[src/rtl/dsleep_pkg.sv]
package dsleep_pkg;
  typedef enum logic [2:0] {
    ST_RUN     = 3'd0,
    ST_EMU     = 3'd1,
    ST_DEEP_RC = 3'd2,
    ST_DEEP_NO = 3'd3,
    ST_SETTLE  = 3'd4
  } dsl_state_e;
endpackage

[src/rtl/dsleep_dbg_flags.sv]
module dsleep_dbg_flags (
  input  logic clk,
  input  logic por_n,
  input  logic wr_en,
  input  logic wr_conn,
  input  logic wr_sys,
  output logic conn_q,
  output logic sys_q,
  output logic conn_rise,
  output logic sys_rise
);
  // Only power-on reset clears these; system reset is not wired here.
  always_ff @(posedge clk or negedge por_n) begin
    if (!por_n) begin
      conn_q <= 1'b0;
      sys_q  <= 1'b0;
    end else if (wr_en) begin
      conn_q <= wr_conn;
      sys_q  <= wr_sys;
    end
  end

  assign conn_rise = wr_en & wr_conn & ~conn_q;
  assign sys_rise  = wr_en & wr_sys  & ~sys_q;

  p_flags_hold_r9: assert property (@(posedge clk) disable iff (!por_n)
    !wr_en |=> $stable({conn_q, sys_q}));
endmodule

[src/rtl/dsleep_wake_qual.sv]
module dsleep_wake_qual
  import dsleep_pkg::*;
(
  input  dsl_state_e state,
  input  logic       xtal_present,
  input  logic       timer_wake,
  input  logic       wdog_wake,
  input  logic       ext_wake,
  input  logic       conn_rise,
  input  logic       sys_rise,
  input  logic       acc_valid,
  output logic       timer_en,
  output logic       wake
);
  always_comb begin
    timer_en = !((state == ST_DEEP_NO) && !xtal_present);
    wake = ext_wake | (timer_en & (timer_wake | wdog_wake))
         | conn_rise | sys_rise | acc_valid;
  end
endmodule

[src/rtl/dsleep_settle.sv]
module dsleep_settle #(
  parameter int SETTLE_CYCLES = 16
) (
  input  logic clk,
  input  logic rst_n,
  input  logic active,
  output logic done
);
  localparam int CW = (SETTLE_CYCLES > 1) ? $clog2(SETTLE_CYCLES) : 1;
  localparam logic [CW-1:0] LAST = CW'(SETTLE_CYCLES - 1);

  logic [CW-1:0] cnt_q;

  always_ff @(posedge clk or negedge rst_n) begin
    if (!rst_n)            cnt_q <= '0;
    else if (!active || done) cnt_q <= '0;
    else                   cnt_q <= cnt_q + 1'b1;
  end

  assign done = active && (cnt_q == LAST);
endmodule

[src/rtl/dsleep_fsm.sv]
module dsleep_fsm
  import dsleep_pkg::*;
(
  input  logic       clk,
  input  logic       rst_n,
  input  logic       sleep_req,
  input  logic       rc_off_sel,
  input  logic       dbg_conn,
  input  logic       sys_acc,
  input  logic       wake,
  input  logic       settle_done,
  output dsl_state_e state_q
);
  dsl_state_e state_d;

  always_comb begin
    state_d = state_q;
    unique case (state_q)
      ST_RUN: begin
        if (sleep_req && !sys_acc) begin
          if (dbg_conn)        state_d = ST_EMU;
          else if (rc_off_sel) state_d = ST_DEEP_NO;
          else                 state_d = ST_DEEP_RC;
        end
      end
      ST_EMU:                 if (wake) state_d = ST_RUN;
      ST_DEEP_RC, ST_DEEP_NO: if (wake) state_d = ST_SETTLE;
      ST_SETTLE:              if (settle_done) state_d = ST_RUN;
      default:                state_d = ST_RUN;
    endcase
  end

  always_ff @(posedge clk or negedge rst_n) begin
    if (!rst_n) state_q <= ST_RUN;
    else        state_q <= state_d;
  end

  p_refuse_r6: assert property (@(posedge clk) disable iff (!rst_n)
    (state_q == ST_RUN && sleep_req && sys_acc) |=> state_q == ST_RUN);

  p_shallow_only_r5: assert property (@(posedge clk) disable iff (!rst_n)
    (state_q == ST_RUN && sleep_req && dbg_conn && !sys_acc) |=> state_q == ST_EMU);

  p_settle_hold_r10: assert property (@(posedge clk) disable iff (!rst_n)
    (state_q == ST_SETTLE && !settle_done) |=> state_q == ST_SETTLE);
endmodule

[src/rtl/dsleep_ctrl.sv]
module dsleep_ctrl
  import dsleep_pkg::*;
#(
  parameter int SETTLE_CYCLES = 16
) (
  input  logic       clk,
  input  logic       por_n,
  input  logic       rst_n,
  input  logic       sleep_req,
  input  logic       rc_off_sel,
  input  logic       xtal_present,
  input  logic       timer_wake,
  input  logic       wdog_wake,
  input  logic       ext_wake,
  input  logic       dbg_wr_en,
  input  logic       dbg_wr_conn,
  input  logic       dbg_wr_sys,
  input  logic       dbg_acc_valid,
  output logic       dbg_acc_ready,
  output logic       dbg_conn_flag,
  output logic       sys_acc_flag,
  output logic [2:0] sleep_state,
  output logic       rc_osc_en,
  output logic       core_pwr_en,
  output logic       timer_wake_en
);
  logic       sys_rst_n;
  logic       conn_rise, sys_rise;
  logic       wake, settle_done;
  dsl_state_e state;

  assign sys_rst_n = rst_n & por_n;

  dsleep_dbg_flags u_flags (
    .clk(clk), .por_n(por_n), .wr_en(dbg_wr_en), .wr_conn(dbg_wr_conn),
    .wr_sys(dbg_wr_sys), .conn_q(dbg_conn_flag), .sys_q(sys_acc_flag),
    .conn_rise(conn_rise), .sys_rise(sys_rise)
  );

  dsleep_wake_qual u_wake (
    .state(state), .xtal_present(xtal_present), .timer_wake(timer_wake),
    .wdog_wake(wdog_wake), .ext_wake(ext_wake), .conn_rise(conn_rise),
    .sys_rise(sys_rise), .acc_valid(dbg_acc_valid),
    .timer_en(timer_wake_en), .wake(wake)
  );

  dsleep_settle #(.SETTLE_CYCLES(SETTLE_CYCLES)) u_settle (
    .clk(clk), .rst_n(sys_rst_n), .active(state == ST_SETTLE), .done(settle_done)
  );

  dsleep_fsm u_fsm (
    .clk(clk), .rst_n(sys_rst_n), .sleep_req(sleep_req), .rc_off_sel(rc_off_sel),
    .dbg_conn(dbg_conn_flag), .sys_acc(sys_acc_flag), .wake(wake),
    .settle_done(settle_done), .state_q(state)
  );

  assign sleep_state   = state;
  assign rc_osc_en     = (state != ST_DEEP_NO);
  assign core_pwr_en   = !((state == ST_DEEP_RC) || (state == ST_DEEP_NO));
  assign dbg_acc_ready = (state == ST_RUN) || (state == ST_EMU);

  // timer events must not leave the crystal-less RC-off level
  p_timer_gate_r3: assert property (@(posedge clk) disable iff (!sys_rst_n)
    (state == ST_DEEP_NO && !xtal_present && !ext_wake && !dbg_acc_valid
     && !conn_rise && !sys_rise) |=> state == ST_DEEP_NO);

  // a raised flag during true sleep starts the settle phase
  p_flag_wake_r7: assert property (@(posedge clk) disable iff (!sys_rst_n)
    ((state == ST_DEEP_RC || state == ST_DEEP_NO) && (conn_rise || sys_rise))
    |=> state == ST_SETTLE);
endmodule

[config.mk]
export PLATFORM = sky130hd
export DESIGN_NAME = dsleep_ctrl
export DESIGN_NICKNAME = d
export VERILOG_FILES = /design/src/rtl/dsleep_pkg.sv /design/src/rtl/dsleep_dbg_flags.sv /design/src/rtl/dsleep_wake_qual.sv /design/src/rtl/dsleep_settle.sv /design/src/rtl/dsleep_fsm.sv /design/src/rtl/dsleep_ctrl.sv
export SDC_FILE = /design/constraint.sdc
export NUM_CORES = 1
export LEC_CHECK = 0
export BUFFER_PORTS_ARGS = -buffer_cell sky130_fd_sc_hd__buf_2
export CAP_MARGIN = 10
export CORE_AREA = 3 3 40 42
export CTS_CLUSTER_SIZE = 14
export DETAILED_ROUTE_END_ITERATION = 16
export DIE_AREA = 0 0 43 45
export PLACE_DENSITY = 0.61
export SYNTH_ARGS = -nofsm -noshare
export SYNTH_HDL_FRONTEND = slang
export SYNTH_SLANG_ARGS = --single-unit
[constraint.sdc]
create_clock -name clk -period 1.2 [get_ports clk]
set_input_delay 0.06 -clock clk [delete_from_list [all_inputs] [get_ports clk]]
set_output_delay 0.06 -clock clk [all_outputs]
set_load 0.02 [all_outputs]
==> results of run 1 <==
-- worst register-to-register path, cell delays in order (launching register included) --
cell	delay (ns)
dfrtp_1	0.42
nor2_1	0.19
nand2_1	0.09
a31o_1	0.23
a2bb2oi_1	0.16
-- sequential cells by signal, summed over array words and instances (netlist names) --
| signal | cells |
|---|---|
| u_flags.conn_q | 1 |
| u_settle.cnt_q | 4 |
| u_fsm.state_q | 3 |
| u_flags.sys_q | 1 |
-- per-stage QoR --
step | cells | area, sq um
finish | 86 | 656.9
global route | 86 | 656.9
CTS | 86 | 656.9
detailed placement | 79 | 594.3
global placement | 79 | 594.3
floorplan | 42 | 462.9
-- cells by family (layout without fill, tap and decap cells) --
family | count (synthesis) | in the layout
compound gates | 6 | 6
xor+xnor | 2 | 2
fa+ha+maj | 1 | 1
buf+inv | 2 | 31
flops | 9 | 9
mux | 2 | 2
simple gates | 20 | 20
-- placed cells by master, fill, tap and decap left out, drive strengths merged --
cell         count
buf             23
nor2             9
dfrtp            9
clkbuf           4
nand3            3
inv              2
mux2             2
nor2b            2
dlygate4sd3      2
or2              2
o22ai            2
nand2            1
a31o             1
nand3b           1
nand2b           1
and2             1
xnor2            1
xor2             1
o21ai            1
o32ai            1
a2bb2oi          1
ha               1
-- per-layer routing --
layer	GRT usage [%]	vias to the layer above
met5	0	-
met4	12.65	0
met3	1.195	4
met2	18.86	12
met1	10.78	176
li1	-	202
-- final cells by class --
cell class | instances | area [sq um] | share of cell area [%]
multi-input combinational | 31 | 231.5 | 35.24
timing repair buffer | 25 | 146.4 | 22.29
tap | 15 | 18.77 | 2.857
sequential | 9 | 226.5 | 34.48
inverter | 2 | 7.507 | 1.143
clock buffer | 4 | 26.28 | 4.000
-- timing repair --
action | in CTS | in global routing
hold buffers | 2 | 0
gates resized for setup | 3 | 0
hold endpoints to repair | 9 | 0
buffers inserted | 1 | 0
endpoints found under the setup margin | 2 | 6
-- path summary, 6_finish.rpt --
kind | start | end
min in group asynchronous | por_n | u_flags.sys_q
max reg2reg | u_fsm.state_q[0] | u_fsm.state_q[2]
min | dbg_wr_conn | u_flags.conn_q
max in group asynchronous | por_n | u_fsm.state_q[2]
min reg2reg | u_settle.cnt_q[0] | u_settle.cnt_q[0]
max | u_fsm.state_q[2] | timer_wake_en
-- power breakdown --
group          leakage, nW  switching, W  internal (W)
logic                0.207      0.000203      0.000181
registers            0.117     0.0000472      0.000359
clock network       0.0150      0.000103      0.000128
total                0.339      0.000352      0.000667
==> flow_metrics.tcl, run 1 <==
set metrics [dict create \
    hold_viol 0 \
    synth-compound-area-share_pct 13.28 \
    power_w 0.001020 \
    nets 86 \
    p_leak_nw 0.3393 \
    max-vdd-ir-drop_v 0.0006446 \
    cts-root-buf "clkbuf_4" \
    vias 394 \
    chipHeight_microns 45 \
    globalplace.congestion 0.6698 \
    worstSetupStartpointType "flop" \
    finish.utilization_pct 51.12 \
    grt_pass1_wl_microns 1497 \
    cpPeakStageDelay_ns 0.41 \
    drt_iter0_markers 0 \
    crit_path_top_delay_cell "dfrtp_2" \
    cts_tree "yes" \
    diodes 0 \
    crit_chain "nand3b_4 -> or2_4 -> buf_6" \
    ant_nets 0 \
    cts.sinks 9 \
    slew_viol_final 0 \
    endpoint_kind "output pin" \
    drt-met1-wl_microns 375 \
    grt_pass1_vias 395 \
    initial_core_util_pct 35.93 \
    post_drt_wl_per_cell_microns 10.76 \
    synthAdderAreaFrac_pct 2.710 \
    synth_cell_types 21 \
    firstDrtPassIters 1 \
    synth.area.mux_share_pct 4.878 \
    synth_enable_flop_cells 0 \
    crit_fanout 3 \
    ys_ff_latch 9 \
    core-area_sq_um 1285 \
    ys.flop_type "dfrtp_1" \
    route.met2.wl_microns 470 \
    crit_buf_inv 1 \
    fin_crit_ns 1.253 \
    violations "setup timing" \
    crit_arrival_ns 1.19 \
    synth_top_area_share_pct 48.78 \
    finalCritPeriodShare_pct 104.4 \
    setup_viol 2 \
    clkSlewWorstSetupHoldPaths_ns 0.06 \
    cts_made_buffers 3 \
    status "complete, but fails checks" \
    synth_cells 42 \
    drive_gt1_share_pct 50.70 \
    antenna_found_initial 0 \
    rsz0062_at_grt "yes" \
    syn-num-nets 56 \
    crit_family "flip-flops" \
    grt-ovfl-total 0 \
    place_ws_ns 0.02722 \
    wl_met3_microns 43 \
    hold_path_depth 2 \
    syn-mean-instance-area_sq_um 10.99 \
    hpwl_microns 760.5 \
    crit_type "reg -> out" \
    max_slew_margin_pct 78.68 \
    powerDensity_nw_per_um2 1552 \
    worstSkewPairLatency_ns 0.26 \
    grt_max_degree 8 \
    post-synth-top-area-cell "dfrtp_1" \
    vias_per_cell 4.581 \
    core.rowCount 13 \
    drc 0 \
    async_flop_share_pct 100.0 \
    crit_required_ns 1.14 \
    fill_cells 124 \
    syn2layout_area_growth_pct 42.28 \
    r2r_cells 4 \
    reg2reg_slack_ns 0.03 \
    top_level_ports 22 \
    routed.top_layer "met4" \
    hold_ws_ns 0.04419 \
    fp.dieArea_sq_um 1935 \
    yosysSeqAreaShare_pct 48.78 \
    fin_ws_ns -0.05322 \
    fin_setup_tns_ns -0.07522 \
    grt_usage_pct 10.97 \
    finalClockSkew_ns 0.002654 \
    yosys_warnings 0 \
    ys_top_cells_by_area "dfrtp_1, nor2_1, mux2_2, nand3b_4, o32ai_2" \
    synthSimpleGateAreaFrac_pct 24.93 \
    min_path_type "in -> reg" \
    tightest_slew_ns 0.3198 \
    netlist_top_cells_count "dfrtp_1, nor2_1" \
    timing.fmax_mhz 797.9 \
    cap_violations 0 \
    finalWirelength_microns 925 \
    portBuffers 21 \
    cp.depth 3 \
    cts_max_path_buffers 2 \
    dieWidth_microns 43 \
    netlist_area_sq_um 461.7 \
    htreeDepth 1 \
    synthXorXnorAreaFrac_pct 3.794 \
    synth_top_family_by_area "simple AND/OR/NAND/NOR gates" \
]
Power figures use the tool's default switching activity.
==> run 2: changes to the inputs <==
--- a/config.mk
+++ b/config.mk
@@ -5,13 +5,15 @@
 export SDC_FILE = /design/constraint.sdc
 export NUM_CORES = 1
 export LEC_CHECK = 0
+export ABC_AREA = 1
 export BUFFER_PORTS_ARGS = -buffer_cell sky130_fd_sc_hd__buf_2
 export CAP_MARGIN = 10
-export CORE_AREA = 3 3 40 42
-export CTS_CLUSTER_SIZE = 14
+export CORE_MARGIN = 3
+export CORE_UTILIZATION = 40
+export CTS_CLUSTER_SIZE = 10
 export DETAILED_ROUTE_END_ITERATION = 16
-export DIE_AREA = 0 0 43 45
-export PLACE_DENSITY = 0.61
+export PLACE_DENSITY = 0.66
 export SYNTH_ARGS = -nofsm -noshare
 export SYNTH_HDL_FRONTEND = slang
+export SYNTH_HIERARCHICAL = 1
 export SYNTH_SLANG_ARGS = --single-unit
==> run 2 against run 1 <==
- the run still ends with setup timing left
- sequential share of layout area down 7.6 points
- sequential power about the same
- combinational power up 88%
- critical path type is now reg -> reg
- flip-flop and latch count unchanged
- utilization up 20 points
- area after synthesis up 21%
==> flow_metrics.tcl, run 2 <==
set metrics [dict create \
    hpwl_microns 1091 \
    synth_most_common_cell "nand2_1" \
    synth_enable_flop_cells 0 \
    cts_tree "yes" \
    cts.sinks 9 \
    core-area_sq_um 1201 \
    grt_max_degree 8 \
    ant_nets 0 \
    chipHeight_microns 43.44 \
    netlist_area_sq_um 560.5 \
    violations "setup timing" \
    seqCellArea_sq_um 229.0 \
    syn2layout_area_growth_pct 52.23 \
    htreeDepth 1 \
    async_flop_share_pct 100.0 \
    fill_cells 111 \
    powerDensity_nw_per_um2 1611 \
    grt_usage_pct 16.24 \
    top_level_ports 22 \
    vias_per_cell 4.613 \
    synth.area.mux_share_pct 0 \
    syn-mean-instance-area_sq_um 6.836 \
    synthAdderAreaFrac_pct 2.232 \
    power_w 0.001375 \
    yosysSeqAreaShare_pct 40.18 \
    top_register "u_settle/cnt_q" \
    fp.dieArea_sq_um 1887 \
    crit_chain "nor2_2 -> nor2_1 -> and2_0 -> nand2_1 -> inv_1 -> nand2_1 -> nand2_1 -> nand2_2 -> nand2_1 -> nand2_1 -> nand2_1" \
    fin_setup_tns_ns -0.1850 \
    yosys_warnings 6 \
    synth-compound-area-share_pct 3.348 \
    synth_cells 82 \
    min_path_type "in -> reg" \
    max-vdd-ir-drop_v 0.0009253 \
    portBuffers 21 \
    status "complete, but fails checks" \
    worstSetupStartpointType "flop" \
    most-common-layout-cells "nand2_1, buf_2, buf_4, inv_1, nor2_1" \
    post-synth-top-area-cell "dfrtp_1" \
    crit_path_top_delay_cell "dfrtp_1" \
    worstSkewPairLatency_ns 0.26 \
    p_leak_nw 0.4843 \
    finalWirelength_microns 1451 \
    fin_crit_ns 1.301 \
    firstDrtPassIters 4 \
    nets 138 \
    fin_ws_ns -0.1011 \
    ys.flop_type "dfrtp_1" \
    crit_arrival_ns 1.46 \
    finalClockSkew_ns 0.003655 \
    grt_pass1_vias 570 \
    dieWidth_microns 43.44 \
    crit_fanout 4 \
    ys_top_cells_by_area "dfrtp_1, nand2_1, inv_1, nor2_1, nand3_1" \
    cts-root-buf "clkbuf_4" \
    max_slew_margin_pct 81.05 \
    diodes 0 \
    core.rowCount 12 \
    synthXorXnorAreaFrac_pct 0 \
    initial_core_util_pct 46.67 \
    finalCritPeriodShare_pct 108.4 \
    cap_violations 0 \
    antenna_found_initial 0 \
    synthSimpleGateAreaFrac_pct 45.54 \
    cts_made_buffers 3 \
    clkSlewWorstSetupHoldPaths_ns 0.07 \
    netlist_top_cells_count "nand2_1, inv_1, nor2_1, dfrtp_1, nand3_1" \
    crit_type "reg -> reg" \
    cpPeakStageDelay_ns 0.39 \
    hold_ws_ns 0.03826 \
    syn-num-nets 96 \
    largest_reg_flops 4 \
    globalplace.congestion 0.7496 \
    startpoint "u_flags/sys_q" \
    drt_iter0_markers 16 \
    vias 632 \
    regToRegStartpoint "u_flags/sys_q" \
    rsz0062_at_grt "yes" \
    drc 0 \
    cts_max_path_buffers 2 \
    min_from "dbg_wr_conn" \
    setup_viol 3 \
    multiInputGateArea_sq_um 299.0 \
    cpMostUsedCell "nand2_1" \
    grt_pass1_wl_microns 2304 \
    reg_top3 "u_settle/cnt_q x4, u_fsm/state_q x3" \
    grt-ovfl-total 0 \
    post_drt_wl_per_cell_microns 10.59 \
    hold_viol 0 \
    synth_top_area_share_pct 40.18 \
    endpoint_kind "flop" \
    tightest_slew_ns 0.2839 \
    timing.fmax_mhz 768.6 \
    synth_cell_types 16 \
    slew_viol_final 0 \
    ys_ff_latch 9 \
    crit_required_ns 1.36 \
    final_common_cell "nand2_1" \
    synth_top_family_by_area "simple AND/OR/NAND/NOR gates" \
    drive_gt1_share_pct 44.72 \
]
==> run 2: cell count changes in the layout (fill, tap and decap cells not counted), moves of 3 or more <==
cell / change
buf_4: +13
inv_1: +10
nand2_1: +25
nand2_2: +4
nand3_1: +3
nor2_2: +4
==> run 2: worst max-delay path: cells and delay by family, from the launching register on <==
kind	cells	cell delay (ns)
buf+inv	1	0.05
simple gates	10	0.76
flops	1	0.39
==> run 2: area by class of cell <==
class,instances,share of cell area [%]
Clock buffer,4,3.079
Inverter,13,5.718
Timing Repair Buffer,37,27.27
Multi-Input combinational cell,60,35.04
Sequential cell,9,26.83
Tap cell,14,2.053
==> run 2: cell families after synthesis <==
family	after synthesis
fa+ha+maj	1
buf+inv	13
compound gates	3
flops	9
simple gates	56
==> run 2: final timing paths <==
path,endpoint,slack [ns],cells after the start
min,u_flags/conn_q,0.04,3
max in group asynchronous,u_fsm/state_q[1],0.63,4
min reg2reg,u_settle/cnt_q[0],0.54,2
min in group asynchronous,u_flags/sys_q,0.12,2
max,u_fsm/state_q[0],-0.10,11
max reg2reg,u_fsm/state_q[0],-0.10,11
==> run 2: repair_timing <==
item	in CTS	in global routing
setup buffers	2	0
endpoints found under the setup margin	3	5
resized for setup	1	4
pin swaps	2	1
endpoints found under the hold margin	9	0
hold buffers	2	0
==> run 2: per-stage QoR <==
stage / util (%) / cells / worst slack, ns / area [sq um]
floorplan: - / 82 / -0.1528 / 566.8
global placement: 64.90 / 129 / -0.04432 / 779.5
detailed placement: 64.90 / 129 / -0.09886 / 779.5
CTS: 70.21 / 137 / -0.08519 / 843.3
global route: 71.04 / 137 / -0.1979 / 853.3
finish: 71.04 / 137 / -0.1011 / 853.3
==> run 2: power breakdown <==
part / total, W / leakage, nW / switching (W) / internal [W]
clock network: 0.000246 / 0.0150 / 0.000118 / 0.000128
registers: 0.000409 / 0.115 / 0.0000480 / 0.000361
logic: 0.000720 / 0.355 / 0.000416 / 0.000303
==> run 2: metal layers <==
metal,track usage [%],vias up,wire [microns]
met4,5.422,0,0
li1,-,335,-
met3,3.734,0,71
met5,0,-,0
met1,19.79,279,599
met2,28.02,18,780
==> run 3: changes to the inputs <==
--- a/config.mk
+++ b/config.mk
@@ -15,5 +15,4 @@
 export PLACE_DENSITY = 0.66
 export SYNTH_ARGS = -nofsm -noshare
 export SYNTH_HDL_FRONTEND = slang
-export SYNTH_HIERARCHICAL = 1
 export SYNTH_SLANG_ARGS = --single-unit
==> run 3 against run 2 <==
- the flow now finishes without violations
- critical path depth shrank 6
- final cell count shrank 15%
- power is 11% higher
- utilization fell by 2.5 points
- flip-flop and latch count unchanged
- area after synthesis down 3.8%
- non-clock buffer count decreased by 7
- hold slack lost 0.019 ns
- wire length down 14%
- die area shrank 3.3%
- maximum frequency rose by 9.5%
- critical endpoint is now rc_osc_en
- largest cell class unchanged
- largest power group unchanged
- highest routed layer is now met4
==> flow_metrics.tcl, run 3 <==
set metrics [dict create \
    ys_top_cells_by_area "dfrtp_1, nand2_1, nor2_4, inv_1, nor2_1" \
    top_register "u_settle.cnt_q" \
    crit_buf_inv 3 \
    fin_setup_tns_ns 0 \
    slew_viol_final 0 \
    status "complete, no violations" \
    synth_most_common_cell "nand2_1" \
    initial_core_util_pct 45.46 \
    crit_type "reg -> out" \
    crit_family "flip-flops" \
    syn2layout_area_growth_pct 50.81 \
    timing.fmax_mhz 841.3 \
    fin_crit_ns 1.189 \
    cts_made_buffers 3 \
    grt-ovfl-total 0 \
    reg2reg_slack_ns 0.01 \
    crit_arrival_ns 1.13 \
    max-vdd-ir-drop_v 0.001059 \
    drt_iter0_markers 2 \
    yosysSeqAreaShare_pct 41.76 \
    min_path_type "in -> reg" \
    crit_required_ns 1.14 \
    crit_path_top_delay_cell "dfrtp_2" \
    netlist_top_cells_count "nand2_1, dfrtp_1, inv_1, nor2_1, nand3_1" \
    dieWidth_microns 42.72 \
    p_int_w 0.0008620 \
    clockPowerShare_pct 15.6 \
    reg_top3 "u_settle.cnt_q x4, u_fsm.state_q x3" \
    globalplace.congestion 0.6863 \
    grt_max_degree 8 \
    grt_pass1_vias 472 \
    chipHeight_microns 42.72 \
    async_flop_share_pct 100.0 \
    antenna_found_initial 0 \
    drc 0 \
    core-area_sq_um 1186 \
    hpwl_microns 922.3 \
    worstSetupStartpointType "flop" \
    cpMostUsedCell "buf_6" \
    fill_cells 100 \
    post-synth-top-area-cell "dfrtp_1" \
    drive_gt1_share_pct 51.96 \
    hold_path_depth 3 \
    core.rowCount 12 \
    hold_viol 0 \
    ys.flop_type "dfrtp_1" \
    synth_cells 68 \
    syn-mean-instance-area_sq_um 7.930 \
    synth_enable_flop_cells 0 \
    crit_chain "inv_4 -> nor2_4 -> buf_6 -> nand2_1 -> buf_6" \
    cts-root-buf "clkbuf_4" \
    p_leak_nw 0.4305 \
    post_drt_wl_per_cell_microns 10.81 \
    grt_usage_pct 15.01 \
    dp.cells 106 \
    regToRegStartpoint "u_fsm.state_q[2]" \
    endpoint_kind "output pin" \
    vias 541 \
    synth_top_area_share_pct 41.76 \
    finalCritPeriodShare_pct 99.06 \
    startpoint "u_fsm.state_q[1]" \
    tightest_slew_ns 0.2779 \
    firstDrtPassIters 4 \
    fp.dieArea_sq_um 1825 \
    yosys_warnings 0 \
    finalWirelength_microns 1254 \
    powerDensity_nw_per_um2 1878 \
    cts.sinks 9 \
    top_level_ports 22 \
    most-common-layout-cells "buf_2, nand2_1, inv_1, nor2_1" \
    final_common_cell "buf_2" \
    cpPeakStageDelay_ns 0.38 \
    ys_ff_latch 9 \
    largest_reg_flops 4 \
    swShare_pct 43.58 \
    cts_tree "yes" \
    finalClockSkew_ns 0.002416 \
    setup_viol 0 \
    rsz0062_at_grt "yes" \
    vias_per_cell 4.664 \
    min_from "dbg_wr_conn" \
    worstSkewPairLatency_ns 0.26 \
    clkSlewWorstSetupHoldPaths_ns 0.06 \
    max_slew_margin_pct 81.46 \
    power.switching_w 0.0006657 \
    crit_fanout 3 \
    p_seq_share_pct 28.7 \
    hold_end "u_flags.conn_q" \
    cts_max_path_buffers 2 \
    worst_r2r_endpoint "u_fsm.state_q[1]" \
    htreeDepth 1 \
    r2r_cells 7 \
    synth_cell_types 16 \
    nets 117 \
    comb_power_share_pct 55.7 \
    layout.cells.non_filler 116 \
    netlist_area_sq_um 539.3 \
    cap_violations 0 \
    portBuffers 21 \
    ant_nets 0 \
    grt_pass1_wl_microns 1994 \
    syn-num-nets 82 \
    diodes 0 \
]
==> run 3: changes by cell type after synthesis, sizes merged <==
cell and delta:
nor3b -1, and2 -1, nand2 -14, inv -1
xor2 +1, o21ai +1, nand4 -1, nand3 +2
==> run 3: per-stage QoR <==
stage,setup WS (ns),total power [W],hold slack [ns],util (%),area (sq um)
6_report,0.01131,0.001528,0.01946,68.57,813.3
5_1_grt,-0.08690,0.001647,0.04700,68.57,813.3
4_1_cts,-0.004166,0.001430,0.02392,64.13,760.7
3_5_place_dp,-0.002860,0.001134,-0.1440,58.33,691.9
3_3_place_gp,0.03850,0.001118,-0.1462,58.33,691.9
2_1_floorplan,0.009440,0.0009281,-0.2356,-,546.8
==> run 3: what timing repair did <==
item | CTS | global route
gates resized for setup | 3 | 10
setup buffers | 2 | 2
hold buffers | 2 | 0
setup endpoints to repair | 4 | 6
pin swaps | 1 | 2
endpoints found under the hold margin | 9 | 0
==> run 3: final cells by class <==
cell class                 count  area [sq um]  area share (%)
inverter                      12         47.55           5.846
clock buffer                   4         26.28           3.231
tap                           14         17.52           2.154
multi-input combinational     47         296.5           36.46
sequential                     9         227.7           28.00
timing repair buffer          30         197.7           24.31
==> run 3: logic make-up (layout without fill, tap and decap cells) <==
group	count (synthesis)	count (layout)	synth area share [%]
and+or+nand+nor	41	41	42.23
buffers and inverters	12	46	8.352
DFF	9	9	41.76
AOI/OAI and AO/OA	4	4	3.711
adders and majority gates	1	1	2.320
xor gates and xnor gates	1	1	1.624
==> run 3: routing by layer <==
| layer | wire length [microns] | global-route usage [%] | share of wire [%] | vias to the layer above |
|---|---|---|---|---|
| li1 | - | - | - | 275 |
| met1 | 472 | 18.52 | 38 | 245 |
| met2 | 690 | 23.95 | 55 | 17 |
| met3 | 70 | 3.814 | 5.6 | 4 |
| met4 | 21 | 7.453 | 1.7 | 0 |
| met5 | 0 | 0 | 0 | - |
==> run 3: power groups by stage <==
stage / clock network [W] / registers [W] / logic, W
2_1_floorplan: 0 / 0.000509 / 0.000419
6_report: 0.000238 / 0.000439 / 0.000850
4_1_cts: 0.000243 / 0.000435 / 0.000751
5_1_grt: 0.000257 / 0.000452 / 0.000939
3_3_place_gp: 0 / 0.000456 / 0.000662
3_5_place_dp: 0 / 0.000462 / 0.000672
==> run 3: worst max-delay path by stage <==
stage | slack (ns) | to | cells past startpoint
after CTS | -0.004 | core_pwr_en | 5
after detailed placement | -0.003 | u_fsm.state_q[1] | 8
after floorplan | 0.009 | u_fsm.state_q[1] | 7
after global routing | -0.09 | u_fsm.state_q[0] | 8
after global placement | 0.04 | u_fsm.state_q[0] | 8
final | 0.01 | rc_osc_en | 5
==> run 3: worst register-to-register path, cell delays in order, from the launching register on <==
cell and delay [ns]:
dfrtp_2 0.44, buf_6 0.14, nor2_4 0.12, nand2_4 0.07
nor2_4 0.12, nor2_4 0.06, nand3_1 0.09, nand2_1 0.05
